==> src/rtl/gpio_evt_pkg.sv <==
package gpio_evt_pkg;

    localparam int BUS_AW = 5;
    localparam int BUS_DW = 32;
    localparam int FN_W = 3;
    localparam int PINS_PER_SEL = 10;

    typedef logic [FN_W-1:0] fn_code_t;

    localparam fn_code_t FN_INPUT  = 3'b000;
    localparam fn_code_t FN_OUTPUT = 3'b001;

    // register word addresses; function select words occupy 0 .. NSEL-1
    localparam logic [BUS_AW-1:0] ADR_SET  = 5'd16;
    localparam logic [BUS_AW-1:0] ADR_CLR  = 5'd17;
    localparam logic [BUS_AW-1:0] ADR_LEV  = 5'd18;
    localparam logic [BUS_AW-1:0] ADR_STAT = 5'd19;
    localparam logic [BUS_AW-1:0] ADR_REN  = 5'd20;
    localparam logic [BUS_AW-1:0] ADR_FEN  = 5'd21;
    localparam logic [BUS_AW-1:0] ADR_HEN  = 5'd22;
    localparam logic [BUS_AW-1:0] ADR_LEN  = 5'd23;

endpackage

==> src/rtl/gpio_sync.sv <==
module gpio_sync #(
    parameter int N      = 32,
    parameter int STAGES = 2
) (
    input  logic         clk,
    input  logic         rst_n,
    input  logic [N-1:0] din,
    output logic [N-1:0] dout
);

    logic [N-1:0] stage_q [STAGES];

    always_ff @(posedge clk) begin
        if (!rst_n) begin
            for (int s = 0; s < STAGES; s++) begin
                stage_q[s] <= '0;
            end
        end else begin
            stage_q[0] <= din;
            for (int s = 1; s < STAGES; s++) begin
                stage_q[s] <= stage_q[s-1];
            end
        end
    end

    assign dout = stage_q[STAGES-1];

endmodule

==> src/rtl/gpio_detect.sv <==
module gpio_detect #(
    parameter int N = 32
) (
    input  logic         clk,
    input  logic         rst_n,
    input  logic [N-1:0] lvl,
    input  logic [N-1:0] en_rise,
    input  logic [N-1:0] en_fall,
    input  logic [N-1:0] en_high,
    input  logic [N-1:0] en_low,
    input  logic [N-1:0] clr_mask,
    output logic [N-1:0] status
);

    logic [N-1:0] prev_q;
    logic [N-1:0] hit;
    logic [N-1:0] status_q;

    always_ff @(posedge clk) begin
        if (!rst_n) begin
            prev_q <= '0;
        end else begin
            prev_q <= lvl;
        end
    end

    // per-pin event condition
    for (genvar p = 0; p < N; p++) begin : g_pin
        logic rise_ev;
        logic fall_ev;
        assign rise_ev = lvl[p] & ~prev_q[p];
        assign fall_ev = ~lvl[p] & prev_q[p];
        assign hit[p]  = (rise_ev & en_rise[p]) | (fall_ev & en_fall[p]) |
                         (lvl[p] & en_high[p]) | (~lvl[p] & en_low[p]);
    end

    // set has priority over a simultaneous clear
    always_ff @(posedge clk) begin
        if (!rst_n) begin
            status_q <= '0;
        end else begin
            status_q <= (status_q & ~clr_mask) | hit;
        end
    end

    assign status = status_q;

endmodule

==> src/rtl/gpio_regs.sv <==
module gpio_regs
    import gpio_evt_pkg::*;
#(
    parameter int N = 32
) (
    input  logic                clk,
    input  logic                rst_n,
    input  logic                bus_valid,
    input  logic                bus_we,
    input  logic [BUS_AW-1:0]   bus_addr,
    input  logic [BUS_DW-1:0]   bus_wdata,
    output logic [BUS_DW-1:0]   bus_rdata,
    output logic                bus_rvalid,
    input  logic [N-1:0]        lvl,
    input  logic [N-1:0]        status,
    output logic [N-1:0]        out_latch,
    output logic [N-1:0]        en_rise,
    output logic [N-1:0]        en_fall,
    output logic [N-1:0]        en_high,
    output logic [N-1:0]        en_low,
    output logic [N-1:0]        clr_mask,
    output logic [FN_W*N-1:0]   fsel_flat
);

    localparam int NSEL = (N + PINS_PER_SEL - 1) / PINS_PER_SEL;

    logic                          wr_en;
    logic                          rd_en;
    logic [N-1:0]                  wdata_n;
    logic [NSEL-1:0][BUS_DW-1:0]   sel_word;
    logic [BUS_DW-1:0]             rdata_d;
    logic [BUS_DW-1:0]             rdata_q;
    logic                          rvalid_q;
    logic [N-1:0]                  out_q;
    logic [N-1:0]                  ren_q;
    logic [N-1:0]                  fen_q;
    logic [N-1:0]                  hen_q;
    logic [N-1:0]                  len_q;

    assign wr_en   = bus_valid & bus_we;
    assign rd_en   = bus_valid & ~bus_we;
    assign wdata_n = bus_wdata[N-1:0];

    // function select field per pin
    for (genvar p = 0; p < N; p++) begin : g_fsel
        localparam int SR = p / PINS_PER_SEL;
        localparam int SB = (p % PINS_PER_SEL) * FN_W;
        fn_code_t fld_q;
        always_ff @(posedge clk) begin
            if (!rst_n) begin
                fld_q <= FN_INPUT;
            end else if (wr_en && bus_addr == BUS_AW'(SR)) begin
                fld_q <= bus_wdata[SB +: FN_W];
            end
        end
        assign fsel_flat[p*FN_W +: FN_W] = fld_q;
    end

    // assemble select words for readback
    for (genvar k = 0; k < NSEL; k++) begin : g_word
        for (genvar j = 0; j < PINS_PER_SEL; j++) begin : g_slot
            if (k * PINS_PER_SEL + j < N) begin : g_used
                assign sel_word[k][j*FN_W +: FN_W] =
                    fsel_flat[(k*PINS_PER_SEL + j)*FN_W +: FN_W];
            end else begin : g_pad
                assign sel_word[k][j*FN_W +: FN_W] = '0;
            end
        end
        assign sel_word[k][BUS_DW-1:PINS_PER_SEL*FN_W] = '0;
    end

    // output latch: atomic set and clear
    always_ff @(posedge clk) begin
        if (!rst_n) begin
            out_q <= '0;
        end else if (wr_en && bus_addr == ADR_SET) begin
            out_q <= out_q | wdata_n;
        end else if (wr_en && bus_addr == ADR_CLR) begin
            out_q <= out_q & ~wdata_n;
        end
    end

    // detect enables
    always_ff @(posedge clk) begin
        if (!rst_n) begin
            ren_q <= '0;
            fen_q <= '0;
            hen_q <= '0;
            len_q <= '0;
        end else if (wr_en) begin
            unique case (bus_addr)
                ADR_REN: ren_q <= wdata_n;
                ADR_FEN: fen_q <= wdata_n;
                ADR_HEN: hen_q <= wdata_n;
                ADR_LEN: len_q <= wdata_n;
                default: ;
            endcase
        end
    end

    assign clr_mask = (wr_en && bus_addr == ADR_STAT) ? wdata_n : '0;

    // read multiplexer
    always_comb begin
        rdata_d = '0;
        unique case (bus_addr)
            ADR_SET, ADR_CLR: rdata_d = BUS_DW'(out_q);
            ADR_LEV:          rdata_d = BUS_DW'(lvl);
            ADR_STAT:         rdata_d = BUS_DW'(status);
            ADR_REN:          rdata_d = BUS_DW'(ren_q);
            ADR_FEN:          rdata_d = BUS_DW'(fen_q);
            ADR_HEN:          rdata_d = BUS_DW'(hen_q);
            ADR_LEN:          rdata_d = BUS_DW'(len_q);
            default: begin
                for (int k = 0; k < NSEL; k++) begin
                    if (bus_addr == BUS_AW'(k)) begin
                        rdata_d = sel_word[k];
                    end
                end
            end
        endcase
    end

    always_ff @(posedge clk) begin
        if (!rst_n) begin
            rdata_q  <= '0;
            rvalid_q <= 1'b0;
        end else begin
            rvalid_q <= rd_en;
            if (rd_en) begin
                rdata_q <= rdata_d;
            end
        end
    end

    assign bus_rdata  = rdata_q;
    assign bus_rvalid = rvalid_q;
    assign out_latch  = out_q;
    assign en_rise    = ren_q;
    assign en_fall    = fen_q;
    assign en_high    = hen_q;
    assign en_low     = len_q;

endmodule

==> src/rtl/gpio_evt_bank.sv <==
module gpio_evt_bank
    import gpio_evt_pkg::*;
#(
    parameter int NPINS       = 32,
    parameter int SYNC_STAGES = 2
) (
    input  logic                    clk,
    input  logic                    rst_n,
    input  logic                    bus_valid,
    input  logic                    bus_we,
    input  logic [BUS_AW-1:0]       bus_addr,
    input  logic [BUS_DW-1:0]       bus_wdata,
    output logic [BUS_DW-1:0]       bus_rdata,
    output logic                    bus_rvalid,
    input  logic [NPINS-1:0]        pin_in,
    output logic [NPINS-1:0]        pin_out,
    output logic [NPINS-1:0]        pin_oe,
    output logic [FN_W*NPINS-1:0]   pin_func,
    output logic                    irq
);

    logic [NPINS-1:0]      lvl_sync;
    logic [NPINS-1:0]      evt_status;
    logic [NPINS-1:0]      en_rise;
    logic [NPINS-1:0]      en_fall;
    logic [NPINS-1:0]      en_high;
    logic [NPINS-1:0]      en_low;
    logic [NPINS-1:0]      clr_mask;
    logic [FN_W*NPINS-1:0] fsel_flat;

    gpio_sync #(
        .N      (NPINS),
        .STAGES (SYNC_STAGES)
    ) u_sync (
        .clk  (clk),
        .rst_n(rst_n),
        .din  (pin_in),
        .dout (lvl_sync)
    );

    gpio_regs #(
        .N (NPINS)
    ) u_regs (
        .clk       (clk),
        .rst_n     (rst_n),
        .bus_valid (bus_valid),
        .bus_we    (bus_we),
        .bus_addr  (bus_addr),
        .bus_wdata (bus_wdata),
        .bus_rdata (bus_rdata),
        .bus_rvalid(bus_rvalid),
        .lvl       (lvl_sync),
        .status    (evt_status),
        .out_latch (pin_out),
        .en_rise   (en_rise),
        .en_fall   (en_fall),
        .en_high   (en_high),
        .en_low    (en_low),
        .clr_mask  (clr_mask),
        .fsel_flat (fsel_flat)
    );

    gpio_detect #(
        .N (NPINS)
    ) u_det (
        .clk     (clk),
        .rst_n   (rst_n),
        .lvl     (lvl_sync),
        .en_rise (en_rise),
        .en_fall (en_fall),
        .en_high (en_high),
        .en_low  (en_low),
        .clr_mask(clr_mask),
        .status  (evt_status)
    );

    for (genvar p = 0; p < NPINS; p++) begin : g_oe
        assign pin_oe[p] = (fsel_flat[p*FN_W +: FN_W] == FN_OUTPUT);
    end

    assign pin_func = fsel_flat;
    assign irq      = |evt_status;

endmodule

==> config.mk <==
export PLATFORM = sky130hd
export DESIGN_NAME = gpio_evt_bank
export DESIGN_NICKNAME = d
export VERILOG_FILES = /design/src/rtl/gpio_evt_pkg.sv /design/src/rtl/gpio_sync.sv /design/src/rtl/gpio_detect.sv /design/src/rtl/gpio_regs.sv /design/src/rtl/gpio_evt_bank.sv
export SDC_FILE = /design/constraint.sdc
export NUM_CORES = 1
export LEC_CHECK = 0
export BUFFER_PORTS_ARGS = -buffer_cell sky130_fd_sc_hd__buf_2
export CAP_MARGIN = 20
export CORE_MARGIN = 4
export CORE_UTILIZATION = 25
export CTS_BUF_LIST = sky130_fd_sc_hd__clkbuf_8 sky130_fd_sc_hd__clkbuf_16
export CTS_CLUSTER_DIAMETER = 150
export CTS_CLUSTER_SIZE = 10
export DETAILED_ROUTE_END_ITERATION = 8
export PLACE_DENSITY_LB_ADDON = 0.08
export SETUP_SLACK_MARGIN = 0.1
export SLEW_MARGIN = 5
export SYNTH_ARGS = -nofsm -noshare
export SYNTH_HDL_FRONTEND = slang
export SYNTH_HIERARCHICAL = 1
export SYNTH_SLANG_ARGS = --single-unit
==> constraint.sdc <==
create_clock -name clk -period 5.61 [get_ports clk]
set_input_delay 0.561 -clock clk [delete_from_list [all_inputs] [get_ports clk]]
set_output_delay 0.561 -clock clk [all_outputs]
set_load 0.1 [all_outputs]
# [Word level (Yosys, flattened, before mapping)]
# Memory sizes are Yosys's and may differ from the RTL's.
# Index checks and enable logic that the tools add are counted.
# W data, S select, Z words.
[word_totals] ramBits=64 latch_bits=0 mem_bits_ro=0 n_memories=1 ff_bits=353 word_cells=475 output_inout_bits=194
[classes] div_mod_pow=0 n_mul=0 n_eq_ne=43 n_mux=12 shift=0 n_bitwise=363 n_lt_le_gt_ge=0 addsub=0 reduce_logical=15
[memory_table] memory="u_sync.stage_q" words=2 width=32 read_ports=2 rd_clocked_by_memory_dff=0 write_ports=2 line_no="gpio_sync.sv:11" source="logic [N-1:0] stage_q [STAGES];"
[ops] operator="$pmux W32 S7" n=1
[ops] operator="$and A1 B1 Y1" n=194
[ops] operator="$mux W32" n=5
[ops] operator="$mux W30" n=4
[ops] operator="$or A1 B1 Y1" n=98
[ops] operator="$eq A3 B1 Y1 const B" n=32
[ops] operator="$not A1 Y1" n=65
[ops] operator="$and A32 B32 Y32" n=2
[ops] operator="$not A32 Y32" n=2
[ops] operator="$or A32 B32 Y32" n=2
[ops] operator="$eq A5 B5 Y1 const B" n=8
[ops] operator="$reduce_or A32 Y1" n=1
[ops] operator="$eq A5 B2 Y1 const B" n=2
[ops] operator="$reduce_and A2 Y1" n=4
[ops] operator="$logic_and A1 B1 Y1" n=7
[ops] operator="$eq A5 B1 Y1 const B" n=1
[ops] operator="$logic_not A5 Y1" n=1
[ops] operator="$mux W1" n=2
[ops] operator="$reduce_bool A2 Y1" n=1
[ops] operator="$reduce_or A2 Y1" n=1

# [Depth between registers and ports, before layout]
# An unclocked memory read counts as a cell.
[depth] depth_word=8 depth_mapped=8 depth_no_buf=5

# [Cells and area by module]
# The synthesis kept the hierarchy.
[modules_own_cells] mod="gpio_regs" instances=1 cells_each=1603 area_per_inst_um2=12962.4 seq_area_each_um2=5785.5
[modules_own_cells] mod="gpio_detect" instances=1 cells_each=295 area_per_inst_um2=2906.5 seq_area_each_um2=1281.2
[modules_own_cells] mod="gpio_sync" instances=1 cells_each=166 area_per_inst_um2=2031.9 seq_area_each_um2=1281.2
[modules_own_cells] mod="gpio_evt_bank" instances=1 cells_each=43 area_per_inst_um2=315.3 seq_area_each_um2=0.0

# [Worst setup path after synthesis]
# OpenSTA, ideal clock, no wires.
[synth_timing] path_kind="flip-flop to output port" from="reg u_regs.g_fsel[21].fld_q[0]" to="out pin_oe[21]" t_required_ns=5.049 stages_incl_launch_ff=2 t_arrival_ns=3.268 n_path_buf=0 setup_slack_ns=1.781 cell_sequence="dfxtp_1 -> nor3b_1"
[synth_via] elab_chain_len=1
[synth_rtl] item="from (decl)" line_no="gpio_regs.sv:48" source="fn_code_t fld_q;"
[synth_rtl] item="from (signal assigned)" line_no="gpio_regs.sv:53" source="fld_q <= bus_wdata[SB +: FN_W];"
[synth_rtl] item="$eq A3 B1 Y1" line_no="gpio_evt_bank.sv:78" source="assign pin_oe[p] = (fsel_flat[p*FN_W +: FN_W] == FN_OUTPUT);"
[synth_rtl] item="to (decl)" line_no="gpio_evt_bank.sv:17" source="output logic [NPINS-1:0] pin_oe,"
# Every way passes these cells.

# [Final worst setup path]
[layout_timing] from="reg u_det.status_q[0] (netlist: u_det/status[0])" to="out irq"
[layout_via] elab_chain_len=1
[layout_rtl] item="from (decl)" line_no="gpio_detect.sv:17" source="logic [N-1:0] status_q;"
[layout_rtl] item="from (signal assigned)" line_no="gpio_detect.sv:42" source="status_q <= (status_q & ~clr_mask) | hit;"
[layout_rtl] item="$reduce_or A32 Y1" line_no="gpio_evt_bank.sv:82" source="assign irq = |evt_status;"
[layout_rtl] item="to (decl)" line_no="gpio_evt_bank.sv:19" source="output logic irq"
# Every way passes these cells.

==> metrics.txt <==
Syn Inst Count about 2,100; mux contribution to synthesized area 6.367%; WS Path Type reg -> out; GRT Overall Usage a little under a fifth; actual slew at the worst max-slew pin approximately 1100 ps; Max Fclk between 300 and 400 MHz; PortBufs between 200 and 300; Final Instance Area around 0.021 sq mm; post-synth top area share a little under half; clk_lat worst skew about 590 ps; max_cap viols 0; first-pass GRT wire length about 110,000 um; global placer's final weighted congestion ~0.78; P_leak roughly 7.8 nW; register area share after synthesis between 40% and 50%; Via density approximately 4.9; CP Data Arrival Time roughly 2400 ps; Placed Area about 0.02 sq mm; final clock skew 24.63 ps; CP startpoint kind flop; yosys warns 6; Layout Nets 2,314; highest-count cells in the layout ignoring fill and taps 462 x nand2_1, 417 x dfxtp_1, 272 x a21oi_1; # rows 98; Die H 277.9 um; syn avg cell area approximately 8.6 sq um; critical path data required time approximately 5100 ps; CTS Buf Count 47; Post-CTS Setup Repair Bufs 0; Critical Path End Type primary output; DRC viols 0; CTS resizes 0; final number of setup-violating endpoints 0; critical path, cell by cell nor4_1 > nand4_1 > or2_1 > buf_2; pwr dens roughly 290 mW/mm^2; Synth Area in Compound Gates 20.23%; outcome finished clean; Post-DP HPWL approximately 50,000 um; initial antenna violation count 5; WL final about 77,000 um; Area Overhead vs Synth 17.01%; # fillers between 7,000 and 8,000; DIE WIDTH about 280 um; pin count of the biggest net entering global routing around 140; Hold Crit Class in -> reg; max-slew violations 0; largest cells by area after synthesis dfxtp_1 46%, nand2_1 9.5%, a21oi_1 7.5%; adder-cell share of the synthesized area 0%; I/O pins between 200 and 300; htree depth 2; Initial Util 25.35%; vias after detailed routing ~16,000; final core occ 29.66%; vias in the first global route 15,530; Peak VDD IR roughly 190 uV; DRT iter0 DRCs ~1,100; number of enable flip-flop cells after synthesis 0; Slew headroom approximately a quarter; Routed wire per std cell approximately 24 um; final hold violations 0; CTS tree built; worst path bufs/invs 1; Yosys reg bits 417; Clock Sinks ~420; Synth Flop Type dfxtp_1; RSZ-0062 raised after global routing false; final setup TNS 0 ps; First-pass DRT Iterations 5; fin crit period between 2000 and 3000 ps; Post-Syn Area ~0.018 sq mm; crit-path leading delay family simple AND/OR/NAND/NOR gates; layout cells sized above 1 about 22%; fin crit share approximately 53%; main combinational cell family by area after synthesis simple AND/OR/NAND/NOR gates; simple-gate area share of the yosys netlist 21.22%; Max Root-Sink Buffers 3; syn nets around 2,200; hold slack final ~200 ps; core area between 0.07 and 0.08 sq mm; total grt overflow 0; ys async rst share 0%; CP max stage cell nor4_1; Routed Antenna Nets 0; total power draw between 6 and 7 mW; Worst path max stage delay 540 ps; Worst Path Max Fanout 3; clk slew on worst S/H paths approximately 50 ps; CTS root buf clkbuf_16; hold_buf cts 0; die area 0.07725 sq mm; leading cell type in the layout, fill and taps excluded nand2_1; Yosys top cell by area dfxtp_1; xor and xnor fraction of the mapped netlist area 0%; synth unique cells 57
-- synthesized netlist by cell type (7+ instances only) --
cell,count
nand2b_1,35
inv_1,35
and3_1,12
nand2_1,462
and2_1,68
dfxtp_1,417
o21a_1,33
o21ai_0,32
nor4_1,9
buf_2,20
a221o_1,15
a211o_1,14
clkbuf_1,138
mux2i_1,63
a31oi_1,38
a22oi_1,7
nor3b_1,33
nand3_1,12
mux2_2,7
o2bb2ai_1,16
a211oi_1,13
o211ai_1,21
nor2_1,37
a21oi_1,272
a32oi_1,9
buf_4,38
a211oi_2,32
mux4_2,20
a311oi_1,32
nor2b_1,38
and2_2,64
-- metrics by stage --
step                worst slack, ps  instances
floorplan                      1781       2107
detailed placement             2236       3141
global placement               2288       3141
global route                   2547       3192
CTS                            2448       3191
finish                         2657       3195
-- area by class of cell --
class                           count  area [sq um]  area share (%)
Inverter                           36         142.6          0.6692
Clock inverter                      1         5.005         0.02348
Multi-Input combinational cell   1440          8773           41.16
Timing Repair Buffer              299          1623           7.614
Tap cell                          950          1189           5.577
Antenna cell                        3         7.507         0.03522
Clock buffer                       49          1226           5.753
Sequential cell                   417          8348           39.17
-- registers in the layout, indices dropped and copies added (netlist names), named ones only --
signal,flops
u_regs/g_fsel.fld_q,96
u_sync/stage_q,64
u_det/prev_q,32
u_det/status,32
u_regs/bus_rdata,32
u_regs/en_fall,32
u_regs/en_high,32
u_regs/en_low,32
u_regs/en_rise,32
u_regs/bus_rvalid,1
-- logic make-up after synthesis --
logic type      after synthesis
simple gates                794
compound gates              556
flops                       417
buf+inv                     250
mux                          90
-- final timing paths --
check	start	to	slack (ps)	cells past startpoint
min	pin_in[26]	u_sync/stage_q[0][26]$_SDFF_PN0_	200	2
min reg2reg	u_sync/stage_q[0][26]$_SDFF_PN0_	u_sync/stage_q[0][58]$_SDFF_PN0_	440	1
max reg2reg	u_regs/en_low[14]$_SDFFE_PN0P_	u_regs/bus_rdata[14]$_SDFFE_PN0P_	3890	4
max	u_det/status[0]$_SDFF_PN0_	irq	2660	4
-- metal layers --
layer | share of wire [%] | GRT usage, %
met1 | 47 | 26.82
met2 | 45 | 30.14
met4 | 2.3 | 4.926
met5 | 0.044 | 0
met3 | 6.1 | 3.976
-- power breakdown --
group	internal, mW	leakage, nW	switching (mW)
clock	1.52	0.608	1.23
sequential	3.01	3.38	0.0453
combinational	0.126	3.81	0.343
total	4.66	7.80	1.62
No activity file was read; power rests on OpenSTA's default activity.
